`src/rtl/sdl_pkg.sv`:
```
package sdl_pkg;

  typedef enum logic [1:0] {
    ST_IDLE = 2'd0,
    ST_XFER = 2'd1,
    ST_DONE = 2'd2
  } sdl_state_e;

  typedef struct packed {
    logic single;
    logic odd;
  } sdl_mux_t;

  localparam int unsigned SDL_CMD_BITS = 4;

endpackage

```
`src/rtl/sdl_sclk_gen.sv`:
```
module sdl_sclk_gen #(
  parameter int unsigned HALF_DIV = 2
) (
  input  logic clk,
  input  logic rst_n,
  input  logic run_i,
  output logic sclk_o,
  output logic rise_stb_o,
  output logic fall_stb_o
);

  localparam int unsigned CW = (HALF_DIV > 1) ? $clog2(HALF_DIV) : 1;
  localparam logic [CW-1:0] TERM = CW'(HALF_DIV - 1);

  logic [CW-1:0] cnt_q, cnt_d;
  logic          sclk_q, sclk_d;
  logic          terminal;

  assign terminal = (cnt_q == TERM);

  always_comb begin
    cnt_d  = cnt_q;
    sclk_d = sclk_q;
    if (!run_i) begin
      cnt_d  = '0;
      sclk_d = 1'b0;
    end else if (terminal) begin
      cnt_d  = '0;
      sclk_d = ~sclk_q;
    end else begin
      cnt_d = cnt_q + 1'b1;
    end
  end

  always_ff @(posedge clk or negedge rst_n) begin
    if (!rst_n) begin
      cnt_q  <= '0;
      sclk_q <= 1'b0;
    end else begin
      cnt_q  <= cnt_d;
      sclk_q <= sclk_d;
    end
  end

  assign sclk_o     = sclk_q;
  assign rise_stb_o = run_i && terminal && !sclk_q;
  assign fall_stb_o = run_i && terminal &&  sclk_q;

  // the level only moves at the end of a half period
  a_r6_hold_between_toggles: assert property (
    @(posedge clk) disable iff (!rst_n)
    (run_i && !terminal) |=> (sclk_q == $past(sclk_q)));

endmodule

```
`src/rtl/sdl_frame_seq.sv`:
```
module sdl_frame_seq
  import sdl_pkg::*;
#(
  parameter int unsigned RES_W = 10,
  localparam int unsigned LAST_RISE = SDL_CMD_BITS + 1 + RES_W,
  localparam int unsigned RCW = $clog2(LAST_RISE + 1)
) (
  input  logic           clk,
  input  logic           rst_n,
  input  logic           req_i,
  input  sdl_mux_t       mux_i,
  input  logic           rise_stb_i,
  input  logic           fall_stb_i,
  output sdl_state_e     state_o,
  output logic [RCW-1:0] rise_cnt_o,
  output logic           cs_n_o,
  output logic           run_o,
  output logic           line_out_o,
  output logic           line_oe_o,
  output logic           shift_en_o,
  output logic           clr_o
);

  localparam logic [RCW-1:0] REL_AT  = RCW'(SDL_CMD_BITS);
  localparam logic [RCW-1:0] DATA_AT = RCW'(SDL_CMD_BITS + 1);
  localparam logic [RCW-1:0] END_AT  = RCW'(LAST_RISE - 1);

  sdl_state_e              state_q, state_d;
  logic [RCW-1:0]          cnt_q, cnt_d;
  logic [SDL_CMD_BITS-1:0] cmd_q, cmd_d;
  logic                    oe_q, oe_d;

  always_comb begin
    state_d = state_q;
    cnt_d   = cnt_q;
    cmd_d   = cmd_q;
    oe_d    = oe_q;
    unique case (state_q)
      ST_IDLE: begin
        if (req_i) begin
          state_d = ST_XFER;
          cnt_d   = '0;
          cmd_d   = {1'b1, mux_i.single, mux_i.odd, 1'b0};
          oe_d    = 1'b1;
        end
      end
      ST_XFER: begin
        if (oe_q && (cnt_q == REL_AT)) oe_d = 1'b0;
        if (fall_stb_i) cmd_d = {cmd_q[SDL_CMD_BITS-2:0], 1'b0};
        if (rise_stb_i) begin
          cnt_d = cnt_q + 1'b1;
          if (cnt_q == END_AT) state_d = ST_DONE;
        end
      end
      ST_DONE: begin
        state_d = ST_IDLE;
        oe_d    = 1'b0;
      end
      default: begin
        state_d = ST_IDLE;
        oe_d    = 1'b0;
      end
    endcase
  end

  always_ff @(posedge clk or negedge rst_n) begin
    if (!rst_n) begin
      state_q <= ST_IDLE;
      cnt_q   <= '0;
      cmd_q   <= '0;
      oe_q    <= 1'b0;
    end else begin
      state_q <= state_d;
      cnt_q   <= cnt_d;
      cmd_q   <= cmd_d;
      oe_q    <= oe_d;
    end
  end

  assign state_o    = state_q;
  assign rise_cnt_o = cnt_q;
  assign cs_n_o     = (state_q != ST_XFER);
  assign run_o      = (state_q == ST_XFER);
  assign line_oe_o  = oe_q;
  assign line_out_o = oe_q & cmd_q[SDL_CMD_BITS-1];
  assign shift_en_o = (state_q == ST_XFER) && rise_stb_i && (cnt_q >= DATA_AT);
  assign clr_o      = (state_q == ST_IDLE) && req_i;

  // no drive once the turnaround edge has passed
  a_r5_oe_stays_low: assert property (
    @(posedge clk) disable iff (!rst_n)
    ((state_q == ST_XFER) && (cnt_q > REL_AT)) |-> !oe_q);

  // a request inside a frame neither restarts nor rewinds it
  a_r10_req_no_restart: assert property (
    @(posedge clk) disable iff (!rst_n)
    ((state_q == ST_XFER) && req_i) |=> ((state_q != ST_IDLE) && (cnt_q >= $past(cnt_q))));

endmodule

```
`src/rtl/sdl_rx_shift.sv`:
```
module sdl_rx_shift #(
  parameter int unsigned W = 10
) (
  input  logic         clk,
  input  logic         rst_n,
  input  logic         clr_i,
  input  logic         en_i,
  input  logic         bit_i,
  output logic [W-1:0] data_o
);

  logic [W-1:0] sh_q, sh_d;

  always_comb begin
    sh_d = sh_q;
    if (clr_i)     sh_d = '0;
    else if (en_i) sh_d = {sh_q[W-2:0], bit_i};
  end

  always_ff @(posedge clk or negedge rst_n) begin
    if (!rst_n) sh_q <= '0;
    else        sh_q <= sh_d;
  end

  assign data_o = sh_q;

  // each new bit enters at the low end, so the first one ends as MSB
  a_r7_shift_msb_first: assert property (
    @(posedge clk) disable iff (!rst_n)
    (en_i && !clr_i) |=> (data_o[0] == $past(bit_i)));

endmodule

```
`src/rtl/sdl_contend_mon.sv`:
```
module sdl_contend_mon (
  input  logic clk,
  input  logic rst_n,
  input  logic oe_i,
  input  logic drive_i,
  output logic flag_o
);

  logic flag_q, flag_d;

  always_comb flag_d = oe_i & drive_i;

  always_ff @(posedge clk or negedge rst_n) begin
    if (!rst_n) flag_q <= 1'b0;
    else        flag_q <= flag_d;
  end

  assign flag_o = flag_q;

endmodule

```
`src/rtl/shline_adc_host.sv`:
```
module shline_adc_host
  import sdl_pkg::*;
#(
  parameter int unsigned HALF_DIV = 2,
  parameter int unsigned RES_W    = 10
) (
  input  logic             clk,
  input  logic             rst_n,
  input  logic             req_i,
  input  logic             single_i,
  input  logic             odd_i,
  output logic             busy_o,
  output logic             cs_n_o,
  output logic             sclk_o,
  output logic             line_out_o,
  output logic             line_oe_o,
  input  logic             line_in_i,
  input  logic             dev_drive_i,
  output logic [RES_W-1:0] result_o,
  output logic             valid_o,
  output logic             contention_o
);

  localparam int unsigned LAST_RISE = SDL_CMD_BITS + 1 + RES_W;
  localparam int unsigned RCW       = $clog2(LAST_RISE + 1);
  localparam logic [RCW-1:0] REL_AT = RCW'(SDL_CMD_BITS);
  localparam logic [RCW-1:0] END_AT = RCW'(LAST_RISE - 1);

  // reset: asserted at once, released through two flops
  logic rst_s1_q, rst_s2_q, rst_n_s;
  always_ff @(posedge clk or negedge rst_n) begin
    if (!rst_n) begin
      rst_s1_q <= 1'b0;
      rst_s2_q <= 1'b0;
    end else begin
      rst_s1_q <= 1'b1;
      rst_s2_q <= rst_s1_q;
    end
  end
  assign rst_n_s = rst_s2_q;

  sdl_state_e     state;
  logic [RCW-1:0] rise_cnt;
  logic           run, rise_stb, fall_stb, shift_en, clr;
  sdl_mux_t       mux;

  assign mux.single = single_i;
  assign mux.odd    = odd_i;

  sdl_sclk_gen #(.HALF_DIV(HALF_DIV)) u_sclk (
    .clk        (clk),
    .rst_n      (rst_n_s),
    .run_i      (run),
    .sclk_o     (sclk_o),
    .rise_stb_o (rise_stb),
    .fall_stb_o (fall_stb)
  );

  sdl_frame_seq #(.RES_W(RES_W)) u_seq (
    .clk        (clk),
    .rst_n      (rst_n_s),
    .req_i      (req_i),
    .mux_i      (mux),
    .rise_stb_i (rise_stb),
    .fall_stb_i (fall_stb),
    .state_o    (state),
    .rise_cnt_o (rise_cnt),
    .cs_n_o     (cs_n_o),
    .run_o      (run),
    .line_out_o (line_out_o),
    .line_oe_o  (line_oe_o),
    .shift_en_o (shift_en),
    .clr_o      (clr)
  );

  sdl_rx_shift #(.W(RES_W)) u_rx (
    .clk    (clk),
    .rst_n  (rst_n_s),
    .clr_i  (clr),
    .en_i   (shift_en),
    .bit_i  (line_in_i),
    .data_o (result_o)
  );

  sdl_contend_mon u_mon (
    .clk     (clk),
    .rst_n   (rst_n_s),
    .oe_i    (line_oe_o),
    .drive_i (dev_drive_i),
    .flag_o  (contention_o)
  );

  assign busy_o  = (state != ST_IDLE);
  assign valid_o = (state == ST_DONE);

  // host is off the line before the converter's first drive edge
  a_r4_released_before_fall: assert property (
    @(posedge clk) disable iff (!rst_n_s)
    (fall_stb && (state == ST_XFER) && (rise_cnt >= REL_AT)) |-> !line_oe_o);

  // line value is held across every rising serial edge
  a_r3_stable_on_rise: assert property (
    @(posedge clk) disable iff (!rst_n_s)
    (rise_stb && line_oe_o) |=> $stable(line_out_o));

  // last rising edge and chip select release coincide
  a_r8_cs_with_last_rise: assert property (
    @(posedge clk) disable iff (!rst_n_s)
    ((state == ST_XFER) && rise_stb && (rise_cnt == END_AT)) |=> (cs_n_o && sclk_o && valid_o));

  // result strobe lasts one cycle
  a_r7_valid_single: assert property (
    @(posedge clk) disable iff (!rst_n_s)
    valid_o |=> !valid_o);

  // a flag always traces back to a host drive
  a_r9_flag_has_drive: assert property (
    @(posedge clk) disable iff (!rst_n_s)
    contention_o |-> $past(line_oe_o));

endmodule

```
`config.mk`:
```
export PLATFORM = sky130hd
export DESIGN_NAME = shline_adc_host
export DESIGN_NICKNAME = d
export VERILOG_FILES = /design/src/rtl/sdl_pkg.sv /design/src/rtl/sdl_sclk_gen.sv /design/src/rtl/sdl_frame_seq.sv /design/src/rtl/sdl_rx_shift.sv /design/src/rtl/sdl_contend_mon.sv /design/src/rtl/shline_adc_host.sv
export SDC_FILE = /design/constraint.sdc
export NUM_CORES = 1
export LEC_CHECK = 0
export BUFFER_PORTS_ARGS = -buffer_cell sky130_fd_sc_hd__clkbuf_2
export CAP_MARGIN = 10
export CORE_MARGIN = 3
export CORE_UTILIZATION = 56
export CTS_CLUSTER_DIAMETER = 60
export DETAILED_ROUTE_END_ITERATION = 8
export PLACE_DENSITY = 0.82
export SLEW_MARGIN = 20
export SYNTH_ARGS = -nofsm -noshare
export SYNTH_HDL_FRONTEND = slang
export SYNTH_SLANG_ARGS = --single-unit
```
`constraint.sdc`:
```
create_clock -name clk -period 2.3 [get_ports clk]
set_input_delay 0.345 -clock clk [delete_from_list [all_inputs] [get_ports clk]]
set_output_delay 0.345 -clock clk [all_outputs]
set_load 0.005 [all_outputs]
```
## Word-level counts from Yosys, hierarchy flattened

Index checks and enable logic that the tools add are counted.
W data, S select, Z words.

| storage, ports and cells | value |
|---|---|
| flip-flop bits (word level) | 26 |
| word-level logic and storage cells | 62 |
| bits of input ports | 7 |

| cells by class | value |
|---|---|
| $add $sub $neg | 2 |
| equality and inequality tests | 11 |
| multiplexer cells | 19 |
| bitwise operators | 3 |
| reduce and logical (&&, ||, !) cells | 16 |
| $lt $le $gt $ge | 1 |

Operator list:

| operator | count |
|---|---|
| $mux W10 | 2 |
| $mux W4 | 4 |
| $pmux W4 S2 | 2 |
| $reduce_and A3 Y1 | 3 |
| $ne A2 B1 Y1 const B | 4 |
| $logic_and A1 B1 Y1 | 7 |
| $mux W1 | 6 |
| $mux W2 | 3 |
| $ne A2 B2 Y1 const B | 3 |
| $reduce_bool A2 Y1 | 3 |
| $add A4 B1 Y4 const B | 1 |
| $eq A4 B3 Y1 const B | 1 |
| $eq A4 B4 Y1 const B | 1 |
| $ge A4 B3 Y1 const B | 1 |
| $pmux W2 S2 | 1 |
| $and A1 B1 Y1 | 2 |
| $eq A2 B1 Y1 const B | 1 |
| $eq A2 B2 Y1 const B | 1 |
| $logic_not A2 Y1 | 1 |
| $pmux W1 S2 | 1 |
| $reduce_and A2 Y1 | 1 |
| $add A1 B1 Y1 const B | 1 |
| $logic_not A1 Y1 | 1 |
| $not A1 Y1 | 1 |

## Longest topological paths before layout

Gate-level depths: netlist (run 1).

| depth | value |
|---|---|
| depth after elaboration | 7 |
| depth in mapped cells | 6 |

## By module

A second synthesis (run 1) with hierarchy kept.

| second synthesis, totals | value |
|---|---|
| cell total of the unflattened synthesis | 100 |
| area, all modules | 1118.6 um^2 |

By module, submodules not included:

| module | times used | area an instance (um^2) | cells an instance |
|---|---|---|---|
| sdl_frame_seq | 1 | 529.3 | 53 |
| sdl_rx_shift | 1 | 402.9 | 32 |
| sdl_sclk_gen | 1 | 88.8 | 8 |
| shline_adc_host | 1 | 66.3 | 5 |
| sdl_contend_mon | 1 | 31.3 | 2 |

## Worst setup path before layout (run 1)

OpenSTA, ideal clock, no wires.

| timing | value |
|---|---|
| kind | register to register |
| from | reg u_seq.state_q[1] (netlist: u_seq.state_o[1]) |
| to | reg u_rx.sh_q[5] (netlist: u_rx.data_o[5]) |
| setup slack | 0.756 ns |
| cell stages (with the launch flop) | 7 |
| library setup time | 0.149 ns |
| arrival | 1.395 ns |
| path through | dfrtp_1 -> nand2b_1 -> buf_6 -> or3b_1 -> buf_6 -> o21ai_0 -> a21oi_1 |

| on the way | value |
|---|---|
| word-level cells in the longest chain between the ends | 6 |
| elaborated cells on any way between the ends | 9 |
| classes of those cells | eq/ne: 1; mux: 1; reduce/logical: 7 |

RTL lines:

| element | RTL line | source |
|---|---|---|
| from (decl) | sdl_frame_seq.sv:28 | `sdl_state_e state_q, state_d;` |
| from (signal assigned) | sdl_frame_seq.sv:73 | `state_q <= state_d;` |
| $eq A2 B1 Y1 | sdl_frame_seq.sv:83, sdl_frame_seq.sv:86 |  |
| $logic_and A1 B1 Y1 (2 in series) | sdl_sclk_gen.sv:46 | `assign rise_stb_o = run_i && terminal && !sclk_q;` |
| $logic_and A1 B1 Y1 (2 in series) | sdl_frame_seq.sv:86 | `assign shift_en_o = (state_q == ST_XFER) && rise_stb_i && (cnt_q >= DATA_AT);` |
| $reduce_bool A2 Y1 (no source line) | n/a |  |
| to (signal assigned) | sdl_rx_shift.sv:21 | `if (!rst_n) sh_q <= '0;` |
| to (signal assigned) | sdl_rx_shift.sv:22 | `else sh_q <= sh_d;` |
| to (decl) | sdl_rx_shift.sv:12 | `logic [W-1:0] sh_q, sh_d;` |

Several ways; a longest one is shown, not always the timed one.
A chain may end at the register's enable or synchronous reset.

## Worst setup path after layout (run 1)

| timing | value |
|---|---|
| from | reg u_seq.state_q[1] (netlist: u_seq.state_o[1]) |
| to | reg u_rx.sh_q[6] (netlist: u_rx.data_o[6]) |

The elaborated chain is that of the path after synthesis.

==> out/qor.txt, run 1 <==
Setup Skew: 0.00762 ns
Slew HR: 42.9%
Total GRT Usage: 19.7%
First-pass GRT wire length: 3730 um
H-tree levels: 1
Clock buffer depth: 2
Vias in the first global route: 846
Mapped Area: 1130 um^2
FP Rows: 15
Layout cells sized above 1: 21.3%
CP Max Fanout: 9
CTS Sinks: 25
Hold WC Path Type: in2reg
Remaining global-route overflow: 0
Min Hold Slack: 0.245 ns
Setup TNS: 0 ns
Max Cap Violations: 0
Net Count, Synth: 121
Worst slew pin tran: 0.857 ns
CP delay by family, top: simple AND/OR/NAND/NOR gates
Peak Freq: 0.580 GHz
WP data required: 2.50 ns
Die height: 50.8 um
Setup CP Type: reg2reg
Fill count: 154
Count of final hold-check violations: 0
Cell variety after synth: 29
Power per cell area: 1190 nW/um^2
Remaining routing DRC violations: 0
Max incr delay on CP: 0.53 ns
NumNets Final: 148
Dpl hpwl: 1590 um
Busiest grt layer: met2
Num CTS Buffers: 3
Core area: 1820 um^2
Post-CTS Repair Setup Buffers: 0
Yosys reg bits: 25
Placer Congestion: 0.800
WP data arrival: 1.92 ns
Slew Viols, Final: 0
Vias/cell: 5.35
CP bufs+invs: 0
Worst-path cell chain: nand2b_1 > or3b_1 > nor2_4 > o21ai_0
P_leak: 0.633 nW
CP Capture Type: register
Slowest CP cell: or3b_1
Port buffer count: 23
Ys Warns: 0
Met3 Resource Use GR: 2.62%
Post-route clock period utilization: 75.0%
Largest net degree at the start of global routing: 24
CP startpoint kind: register
Met2 usage: 32.0%
Post-Syn Instances: 110
CTS tree: done
Minimum clock period: 1.73 ns
Clk Tree Root Cell: clkbuf_4
Synth top area share: 55.6%
Area grow syn2layout: 14.4%
Antenna diodes: 0
Total power: 1.53 mW
Final Setup Violations: 0
Initial Util: 61.9%
Post-synth top area cell: dfrtp_1
Worst skew pair latency: 0.32 ns
Initial DRC count: 24
Worst-case vdd ir drop: 0.719 mV
Drt total wl: 2110 um
Unrepaired setup endpoints after global routing: false
Status: completed
Die X: 50.8 um
Synth area leaders: dfrtp_1 56%, ha_1 4.4%, nand3_1 4.4%
I/O pin count: 24
Via count: 862
Final Core Density: 70.8%
Worst-path clk slew: 0.13 ns
TritonRoute pass-1 iters: 4
Avg WL per Cell: 13.1 um
Sequential share of the synthesized area: 55.6%
Initial antenna violation count: 0
DIE AREA: 2580 um^2
Met1 Usage GRT: 24.9%
Post-route ant nets: 0
Mean Syn Cell Area: 10.2 um^2
## cell usage in the layout, fill, tap and decap left out, types with 2 or more instances in the layout
cell      netlist  layout
dfrtp_1        25      25
nor2_1         12      12
clkbuf_4        0       3
and2_1          2       2
nand2_1        10      10
clkbuf_2        0      23
xor2_1          2       2
nand3_1        10      10
a21oi_1         6       6
ha_1            4       4
inv_1           5       5
o21ai_1         2       2
o211ai_1        2       2
o21ai_0         9       9
nand2b_1        3       3
nor3b_1         2       2
## per-stage QoR
stage,worst slack [ns],area [um^2],std cells
final,0.575,1290,161
after global routing,0.439,1290,161
after CTS,0.567,1290,161
after detailed placement,0.580,1250,156
after global placement,0.694,1250,156
after floorplan,0.756,1130,110
## cell usage after synthesis
| library cell | count |
|---|---|
| a21o_1 | 1 |
| a21oi_1 | 6 |
| a22o_1 | 1 |
| and2_1 | 2 |
| and2b_1 | 1 |
| and4b_1 | 1 |
| and4bb_2 | 1 |
| buf_2 | 1 |
| buf_6 | 2 |
| conb_1 | 1 |
| dfrtp_1 | 25 |
| ha_1 | 4 |
| inv_1 | 5 |
| mux2i_1 | 1 |
| nand2_1 | 10 |
| nand2b_1 | 3 |
| nand3_1 | 10 |
| nand4_1 | 1 |
| nor2_1 | 12 |
| nor2_4 | 1 |
| nor3_1 | 1 |
| nor3b_1 | 2 |
| o211ai_1 | 2 |
| o21ai_0 | 9 |
| o21ai_1 | 2 |
| o31ai_1 | 1 |
| or3b_1 | 1 |
| xnor2_1 | 1 |
| xor2_1 | 2 |
## layer usage
layer | wire length [um] | share of wire (%) | vias to the layer above
met5 | 0 | 0 | -
li1 | - | - | 423
met1 | 943 | 45 | 412
met4 | 67 | 3.2 | 0
met3 | 58 | 2.8 | 7
met2 | 1040 | 49 | 20
## state kept, by name (all words and copies together), names as in the netlist
name / count
rst_n_s: 1
u_seq.cmd_q: 3
rst_s1_q: 1
u_rx.data_o: 10
u_seq.rise_cnt_o: 4
u_seq.state_o: 2
u_seq.line_oe_o: 1
u_mon.flag_o: 1
u_sclk.cnt_q: 1
u_sclk.sclk_o: 1
## path summary, 6_finish.rpt
| check | startpoint | to | slack, ns | cells past startpoint |
|---|---|---|---|---|
| max reg2reg | u_seq.state_o[1] | u_rx.data_o[6] | 0.57 | 4 |
| min | line_in_i | u_rx.data_o[0] | 0.25 | 3 |
| max in group asynchronous | rst_n_s | u_seq.cmd_q[2] | 1.42 | 0 |
| max | u_seq.state_o[1] | u_rx.data_o[6] | 0.57 | 4 |
| min reg2reg | rst_n_s | u_rx.data_o[5] | 0.36 | 0 |
| min in group asynchronous | rst_n | rst_s1_q | 0.32 | 2 |
## timing repair
action	CTS	global route
hold endpoints to repair	2	0
hold buffers	1	0
resized for setup	0	0
## report_power, final
part	total [mW]	switching, mW	internal (mW)
Clock	0.192	0.124	0.0679
Sequential	0.750	0.154	0.595
Combinational	0.590	0.335	0.255
## kinds of logic (layout without fill, tap and decap cells)
group,count (synthesis),after routing,synth area share (%)
fa+ha+maj,4,4,4.44
mux,1,1,0.889
other cells,1,1,0.333
simple gates,46,46,21.3
flops,25,25,55.6
buf+inv,8,34,4.11
compound gates,22,22,11.0
xor+xnor,3,3,2.33
## cell type report
| type | count | area, um^2 | share of cell area [%] |
|---|---|---|---|
| Tap cell | 25 | 31.3 | 2.43 |
| Inverter | 5 | 18.8 | 1.46 |
| Timing Repair Buffer | 25 | 133 | 10.3 |
| Sequential cell | 25 | 626 | 48.5 |
| Clock buffer | 4 | 26.3 | 2.04 |
| Multi-Input combinational cell | 77 | 454 | 35.2 |
## tightest hold or removal path, stage by stage
cell and delay, ns:
clkbuf_2 0.08, nand3_1 0.05, o31ai_1 0.07
Power figures use the tool's default switching activity.
==> run 2: changes to the inputs <==
Settings changed: CORE_UTILIZATION 56 to 52, PLACE_DENSITY 0.82 to 0.77.
Clock period 2.3 ns to 1.7 ns, I/O delays scaled along.
==> out/qor.txt, run 2 (same netlist as run 1, synthesis figures left out) <==
Status: completed (unchanged)
Total power: 2.11 mW (was 1.53 mW)
Total GRT Usage: 18.3% (was 19.7%)
Area occupied by multi-input gates: 458 um^2 (was 454 um^2)
Fill count: 176 (was 154)
I/O pin count: 24 (unchanged)
Minimum clock period: 1.57 ns (was 1.73 ns)
Post-route clock period utilization: 92.5% (was 75.0%)
Unrepaired setup endpoints after global routing: false (unchanged)
NumNets Final: 151 (was 148)
Setup CP Type: reg2reg (unchanged)
Most common cell after layout, fill and taps aside: dfrtp_1 (unchanged)
Max Cap Violations: 0 (unchanged)
Clock buffer depth: 2 (unchanged)
Core area: 2000 um^2 (was 1820 um^2)
Setup Skew: 0.00621 ns (was 0.00762 ns)
Count of final hold-check violations: 0 (unchanged)
DIE AREA: 2760 um^2 (was 2580 um^2)
Final Setup Violations: 0 (unchanged)
Non-filler cells, final: 166 (was 161)
Placer Congestion: 0.745 (was 0.800)
Via count: 884 (was 862)
Post-route ant nets: 0 (unchanged)
TritonRoute pass-1 iters: 4 (unchanged)
Vias in the first global route: 851 (was 846)
Peak Freq: 0.636 GHz (was 0.580 GHz)
Largest register FFs: 10 (unchanged)
Cells after DPL: 161 (was 156)
Worst-case vdd ir drop: 0.874 mV (was 0.719 mV)
Remaining routing DRC violations: 0 (unchanged)
FF+latch area: 626 um^2 (unchanged)
WP data required: 1.95 ns (was 2.50 ns)
Largest net degree at the start of global routing: 24 (unchanged)
Drt total wl: 2140 um (was 2110 um)
Layout cells sized above 1: 24.5% (was 21.3%)
Setup TNS: 0 ns (unchanged)
Vias/cell: 5.33 (was 5.35)
Slew Viols, Final: 0 (unchanged)
Die height: 52.5 um (was 50.8 um)
P_leak: 0.652 nW (was 0.633 nW)
Worst-path clk slew: 0.14 ns (was 0.13 ns)
CTS Sinks: 25 (unchanged)
Initial Util: 56.2% (was 61.9%)
Avg WL per Cell: 12.9 um (was 13.1 um)
Die X: 52.5 um (was 50.8 um)
CP Capture Type: register (unchanged)
CP startpoint kind: register (unchanged)
Num CTS Buffers: 3 (unchanged)
First-pass GRT wire length: 3660 um (was 3730 um)
Antenna diodes: 0 (unchanged)
Final Core Density: 65.9% (was 70.8%)
Initial DRC count: 18 (was 24)
CTS tree: done (unchanged)
H-tree levels: 1 (unchanged)
Clk Tree Root Cell: clkbuf_4 (unchanged)
Post-CTS Repair Setup Buffers: 0 (unchanged)
Commonest non-fill, non-tap cells in the layout: 25 x dfrtp_1, 23 x clkbuf_2, 12 x nor2_1 (unchanged)
Min Hold Slack: 0.152 ns (was 0.245 ns)
Initial antenna violation count: 0 (unchanged)
FP Rows: 16 (was 15)
Port buffer count: 23 (unchanged)
CP Max Fanout: 8 (was 9)
Remaining global-route overflow: 0 (unchanged)
Worst skew pair latency: 0.32 ns (about the same)
WP data arrival: 1.82 ns (was 1.92 ns)
Power per cell area: 1600 nW/um^2 (was 1190 nW/um^2)
Hold WC Path Type: in2reg (unchanged)
Dpl hpwl: 1630 um (was 1590 um)
Area grow syn2layout: 17.1% (was 14.4%)
==> run 2: changes by cell type in the layout (fill, tap and decap cells not counted), sizes merged <==
cell    delta
clkbuf     -1
buf        +3
clkinv     +1
==> run 2: layer usage <==
metal  wire length (um)  GRT usage, %
met1                933          22.1
met2               1050          31.6
met3                124          3.42
met4                 31          7.66
met5                  0             0
==> run 2: stage by stage <==
stage / instance area (um^2) / worst slack (ns)
6_report: 1320 / 0.127
5_1_grt: 1320 / 0.0345
4_1_cts: 1320 / 0.0619
3_5_place_dp: 1280 / 0.118
3_3_place_gp: 1280 / 0.224
2_1_floorplan: 1130 / 0.156
==> run 2: what timing repair did <==
action	4_1_cts	5_1_grt
endpoints found under the setup margin	0	5
hold buffers	1	0
hold endpoints to repair	2	0
gates resized for setup	0	1
==> run 2: worst paths after layout <==
| kind | start | endpoint | slack, ns | cells after the start |
|---|---|---|---|---|
| max | u_seq.rise_cnt_o[1] | u_rx.data_o[9] | 0.13 | 6 |
| min | dev_drive_i | u_mon.flag_o | 0.15 | 2 |
| max reg2reg | u_seq.rise_cnt_o[1] | u_rx.data_o[9] | 0.13 | 6 |
| min reg2reg | rst_n_s | u_rx.data_o[2] | 0.22 | 1 |
| max in group asynchronous | rst_n_s | u_rx.data_o[6] | 1.26 | 1 |
| min in group asynchronous | rst_n_s | u_rx.data_o[2] | 0.22 | 1 |
==> run 2: power breakdown <==
part | switching (mW) | total, mW | internal (mW)
Clock | 0.176 | 0.264 | 0.0881
Combinational | 0.481 | 0.842 | 0.361
Sequential | 0.195 | 1.00 | 0.805
==> run 2: critical path, cell delays in order, from the launching register on <==
cell	delay (ns)
dfrtp_1	0.44
inv_1	0.09
ha_1	0.17
nand2b_1	0.16
a21o_1	0.28
nand2_1	0.16
mux2i_1	0.21
==> run 2: layout make-up <==
type	instances	share of cell area, %
clock buffer	3	1.71
sequential	25	47.4
timing repair buffer	28	11.8
clock inverter	1	0.380
multi-input combinational	77	34.7
tap	27	2.56
inverter	5	1.42
